## src/rtl/relay_alu_pkg.sv

```systemverilog
package relay_alu_pkg;

  // Bit positions inside the 16-bit control word (neighbours decode these).
  localparam int CinFlagBit = 4;
  localparam int CinOneBit  = 5;
  localparam int CompABit   = 6;
  localparam int EnBBit     = 7;
  localparam int AndBit     = 8;
  localparam int ShrBit     = 9;
  localparam int ImmBit     = 14;

  typedef struct packed {
    logic imm_a;
    logic comp_a;
    logic en_b;
    logic cin_flag;
    logic cin_one;
    logic and_mode;
    logic shr_mode;
  } alu_ctl_t;

endpackage

```

## src/rtl/relay_alu_operands.sv

```systemverilog
module relay_alu_operands #(
  parameter int DATA_W = 8
) (
  input  logic              imm_a,
  input  logic              comp_a,
  input  logic              en_b,
  input  logic [DATA_W-1:0] a_byte,
  input  logic [DATA_W-1:0] a_mem,
  input  logic [DATA_W-1:0] b_mem,
  output logic [DATA_W-1:0] a_op,
  output logic [DATA_W-1:0] b_op
);

  logic [DATA_W-1:0] a_src;

  assign a_src = imm_a ? a_byte : a_mem;

  // One complementer stage per bit on A, one gating stage per bit on B.
  for (genvar g = 0; g < DATA_W; g++) begin : g_bit
    assign a_op[g] = a_src[g] ^ comp_a;
    assign b_op[g] = b_mem[g] & en_b;
  end

endmodule

```

## src/rtl/relay_alu_cin_sel.sv

```systemverilog
module relay_alu_cin_sel (
  input  logic cin_flag,
  input  logic cin_one,
  input  logic flag_q,
  output logic cin
);

  // Both sources may be requested; the forced one dominates.
  assign cin = (cin_flag & flag_q) | cin_one;

endmodule

```

## src/rtl/relay_alu_compute.sv

```systemverilog
module relay_alu_compute #(
  parameter int DATA_W = 8
) (
  input  logic              and_mode,
  input  logic              shr_mode,
  input  logic [DATA_W-1:0] a_op,
  input  logic [DATA_W-1:0] b_op,
  input  logic              cin,
  output logic [DATA_W-1:0] res,
  output logic              cout
);

  logic [DATA_W:0]   chain;
  logic [DATA_W-1:0] sum;

  assign chain[0] = cin;

  // Ripple chain of full adders.
  for (genvar g = 0; g < DATA_W; g++) begin : g_fa
    logic prop;
    assign prop       = a_op[g] ^ b_op[g];
    assign sum[g]     = prop ^ chain[g];
    assign chain[g+1] = (a_op[g] & b_op[g]) | (chain[g] & prop);
  end

  always_comb begin
    if (shr_mode) begin
      res  = {cin, a_op[DATA_W-1:1]};
      cout = a_op[0];
    end else if (and_mode) begin
      res  = a_op & b_op;
      cout = 1'b0;
    end else begin
      res  = sum;
      cout = chain[DATA_W];
    end
  end

endmodule

```

## src/rtl/relay_alu_core.sv

```systemverilog
module relay_alu_core
  import relay_alu_pkg::*;
#(
  parameter int DATA_W = 8,
  parameter int CTL_W  = 16
) (
  input  logic              clk,
  input  logic              rst,
  input  logic              exec_en,
  input  logic [CTL_W-1:0]  ctl_word,
  input  logic [DATA_W-1:0] a_byte,
  input  logic [DATA_W-1:0] a_mem,
  input  logic [DATA_W-1:0] b_mem,
  output logic [DATA_W-1:0] result,
  output logic              carry_out,
  output logic              carry_flag
);

  alu_ctl_t          ctl;
  logic [DATA_W-1:0] a_op;
  logic [DATA_W-1:0] b_op;
  logic              cin;

  assign ctl.imm_a    = ctl_word[ImmBit];
  assign ctl.comp_a   = ctl_word[CompABit];
  assign ctl.en_b     = ctl_word[EnBBit];
  assign ctl.cin_flag = ctl_word[CinFlagBit];
  assign ctl.cin_one  = ctl_word[CinOneBit];
  assign ctl.and_mode = ctl_word[AndBit];
  assign ctl.shr_mode = ctl_word[ShrBit];

  relay_alu_operands #(.DATA_W(DATA_W)) u_operands (
    .imm_a  (ctl.imm_a),
    .comp_a (ctl.comp_a),
    .en_b   (ctl.en_b),
    .a_byte (a_byte),
    .a_mem  (a_mem),
    .b_mem  (b_mem),
    .a_op   (a_op),
    .b_op   (b_op)
  );

  relay_alu_cin_sel u_cin_sel (
    .cin_flag (ctl.cin_flag),
    .cin_one  (ctl.cin_one),
    .flag_q   (carry_flag),
    .cin      (cin)
  );

  relay_alu_compute #(.DATA_W(DATA_W)) u_compute (
    .and_mode (ctl.and_mode),
    .shr_mode (ctl.shr_mode),
    .a_op     (a_op),
    .b_op     (b_op),
    .cin      (cin),
    .res      (result),
    .cout     (carry_out)
  );

  always_ff @(posedge clk) begin
    if (rst) begin
      carry_flag <= 1'b0;
    end else if (exec_en) begin
      carry_flag <= carry_out;
    end
  end

endmodule

```

## config.mk

```make
export PLATFORM = sky130hd
export DESIGN_NAME = relay_alu_core
export DESIGN_NICKNAME = d
export VERILOG_FILES = /design/src/rtl/relay_alu_pkg.sv /design/src/rtl/relay_alu_operands.sv /design/src/rtl/relay_alu_cin_sel.sv /design/src/rtl/relay_alu_compute.sv /design/src/rtl/relay_alu_core.sv
export SDC_FILE = /design/constraint.sdc
export NUM_CORES = 1
export LEC_CHECK = 0
export ABC_AREA = 1
export CAP_MARGIN = 0
export CORE_AREA = 2 2 45 47
export CTS_BUF_LIST = sky130_fd_sc_hd__clkbuf_2
export DETAILED_ROUTE_END_ITERATION = 7
export DIE_AREA = 0 0 47 49
export DONT_BUFFER_PORTS = 1
export GPL_TIMING_DRIVEN = 0
export PLACE_DENSITY = 0.72
export SYNTH_ARGS = -nofsm -noshare
export SYNTH_HDL_FRONTEND = slang
export SYNTH_SLANG_ARGS = --single-unit
```

## constraint.sdc

```tcl
create_clock -name clk -period 8.2 [get_ports clk]
set_clock_uncertainty 0.05 [all_clocks]
set_input_delay 1.64 -clock clk [delete_from_list [all_inputs] [get_ports clk]]
set_output_delay 1.64 -clock clk [all_outputs]
set_load 0.02 [all_outputs]
```

==> flow_summary.json <==
{
  "synth_nets": 189,
  "fillerInstances": 205,
  "die_area_um2": 2300,
  "worst_ir_drop_vdd_uv": 28.2,
  "die_height_um": 49,
  "placer_s_final_routability_congestion_estimate": 0.748,
  "drtAntennaViolNets": 0,
  "synth-edff-count": 0,
  "drc_viols": 0,
  "drt_iter0_drc": 4,
  "largest_registers": "carry_flag: 1 flops",
  "post_synth_num_cell_types": 21,
  "worst_setup_path_start_kind": "primary input",
  "clk_pin_slew_ns": 0,
  "critical_path_fanouts_max": 10,
  "largest-register": "carry_flag",
  "timing.critical_path.arrival_ns": 5.69,
  "synth-seq-area-share": 0.0229,
  "timing.rr.start": "carry_flag",
  "core_um2": 1840,
  "initial_utilization": 0.475,
  "rsz_0062_raised_after_global_routing": "false",
  "area_delta_synth_final_pct": 3.86,
  "length_in_cells_of_the_worst_reg_to_reg_path": 16,
  "final_period_minus_worst_setup_slack_ns": 7.38,
  "post_synthesis_average_cell_area_um2": 6.73,
  "grt_overflow": 0,
  "first_global_vias": 639,
  "drt-total-wl_mm": 1.56,
  "min_path_cells": 4,
  "setup_slack_ns": 0.819,
  "report.final.slew_viol_count": 0,
  "max_clock_freq_mhz": 135,
  "io_pins": 53,
  "fin_nets": 191,
  "min_from": "carry_flag",
  "worst_ep_required_time_ns": 6.51,
  "grt_pass1_wl_mm": 2.55,
  "min_delay_worst_endpoint": "carry_flag",
  "placementRows": 16,
  "buffer_ports.inserted": 0,
  "setup-violations-final": 0,
  "grt_use_total": 0.143,
  "via_per_inst": 4.50,
  "diodes": 0,
  "dp.final_hpwl_mm": 1.46,
  "normalized_max_slew_margin": 0.566,
  "post_cts.repair.setup_buffers": 0,
  "criticalPathCategory": "in -> out",
  "outcome": "complete, no violations",
  "power_leakage_nw": 0.505,
  "power_mw": 0.0678,
  "end_kind": "output pin",
  "tns_ns": 0,
  "largest_net_degree_at_the_start_of_global_routing": 11,
  "routed-via-count": 706,
  "clkLatencyLatePin_ns": 0,
  "finish.cell_count_without_fillers": 157,
  "grt_antenna_before_repair": 0,
  "grtUsageMet1": 0.179,
  "drt_pre_antenna_iters": 2,
  "syn-instance-count": 130,
  "post_cts_hold_buffer_count": 0,
  "numPlacedInstances": 157,
  "drive_gt1_frac": 0.185,
  "r2r_setup_slack_ns": 4.12,
  "postSynthRegisterBits": 1,
  "synthArstFlopShare": 0,
  "hold_path.class": "reg -> reg",
  "layout_worst_path_cycle_share": 0.900,
  "worstReg2RegEnd": "carry_flag",
  "syn_std_cell_area_um2": 875,
  "worst_slew_pin_slew_ns": 0.645,
  "die_width_um": 47,
  "cts-resized-gates": 0,
  "gr-max-usage-layer": "met2",
  "grt_util_met2": 0.263,
  "detail_route.wl_per_cell_um": 9.91,
  "ys.flop_type": "dfxtp_1",
  "pwr_density_cell_nw_per_um2": 74.7,
  "drv_cap": 0,
  "largest_reg_flops": 1,
  "yosysWarnings": 0,
  "grtUsageMet3": 0.0148,
  "pre_cts_ws_ns": 0.817,
  "final_hold_violation_count": 0,
  "utilization": 0.493
}
synth_stat cells, types with 2 or more instances:
cell | n | area (um2)
nor2_1 | 3 | 11.3
xor2_2 | 6 | 97.6
o21ai_0 | 7 | 35.0
buf_2 | 3 | 15.0
ha_1 | 8 | 100
nand2_1 | 42 | 158
nand3_1 | 4 | 20.0
o21ai_2 | 2 | 17.5
inv_1 | 23 | 86.3
o21ai_1 | 6 | 30.0
fa_1 | 8 | 160
nand2_2 | 9 | 56.3
per-stage QoR:
stage | hold slack [ns] | cell area [um2]
after floorplan | 0.591 | 875
after global routing | 0.688 | 908
final | 0.615 | 908
after global placement | 0.607 | 908
after CTS | 0.620 | 908
after detailed placement | 0.619 | 908
worst max path at each step:
stage / from / endpoint / slack [ns] / cells after the start
global route: ctl_word[14] / result[7] / 0.58 / 18
finish: ctl_word[14] / result[7] / 0.82 / 18
CTS: ctl_word[7] / result[7] / 0.82 / 15
detailed placement: ctl_word[7] / result[7] / 0.82 / 15
global placement: ctl_word[14] / result[7] / 0.89 / 18
floorplan: ctl_word[14] / result[7] / 1.10 / 18
power by group:
part / leakage [nW] / switching (mW) / internal [mW]
combinational: 0.497 / 0.0411 / 0.0206
sequential: 0.00829 / 0.000722 / 0.00534
clock: 0 / 0 / 0
total: 0.505 / 0.0419 / 0.0260
kinds of logic after synthesis:
logic type	Yosys count	synth area share
buffers and inverters	30	0.156
adders and majority gates	16	0.298
xor gates and xnor gates	7	0.122
AOI/OAI and AO/OA	17	0.109
DFF	1	0.0229
and+or+nand+nor	59	0.293
placed cells by master (no fill, tap or decap):
master	instances
fa_1	8
inv_8	1
inv_6	1
buf_2	3
xor2_2	6
o21ai_0	7
inv_1	23
buf_6	1
a21oi_1	1
nand2_1	42
ha_1	8
nand2_4	1
o21ai_1	6
nand2_2	9
clkbuf_1	1
xor2_1	1
dfxtp_1	1
nor2_1	3
nand3_1	4
o211ai_1	1
o21ai_2	2
metal layers:
metal / part of all wire / vias up / routed length, um
li1: - / 377 / -
met1: 0.39 / 300 / 608
met2: 0.52 / 27 / 802
met3: 0.082 / 2 / 127
met4: 0.011 / 0 / 17
met5: 0 / - / 0
cell type report:
class / instances / area [um2] / share of cell area
buffer: 5 / 30.0 / 0.0331
inverter: 25 / 106 / 0.117
multi-input combinational: 99 / 718 / 0.791
sequential: 1 / 20.0 / 0.0220
tap: 27 / 33.8 / 0.0372
critical path: stages:
cell	delay, ns
buf_6	0.12
inv_8	0.08
nand2_1	0.05
nand3_1	0.09
nand2_1	0.11
fa_1	0.44
fa_1	0.39
fa_1	0.40
fa_1	0.40
fa_1	0.38
inv_1	0.10
fa_1	0.19
inv_1	0.05
fa_1	0.38
fa_1	0.44
o21ai_1	0.12
nand2_1	0.05
o21ai_0	0.25
Power figures use the tool's default switching activity.
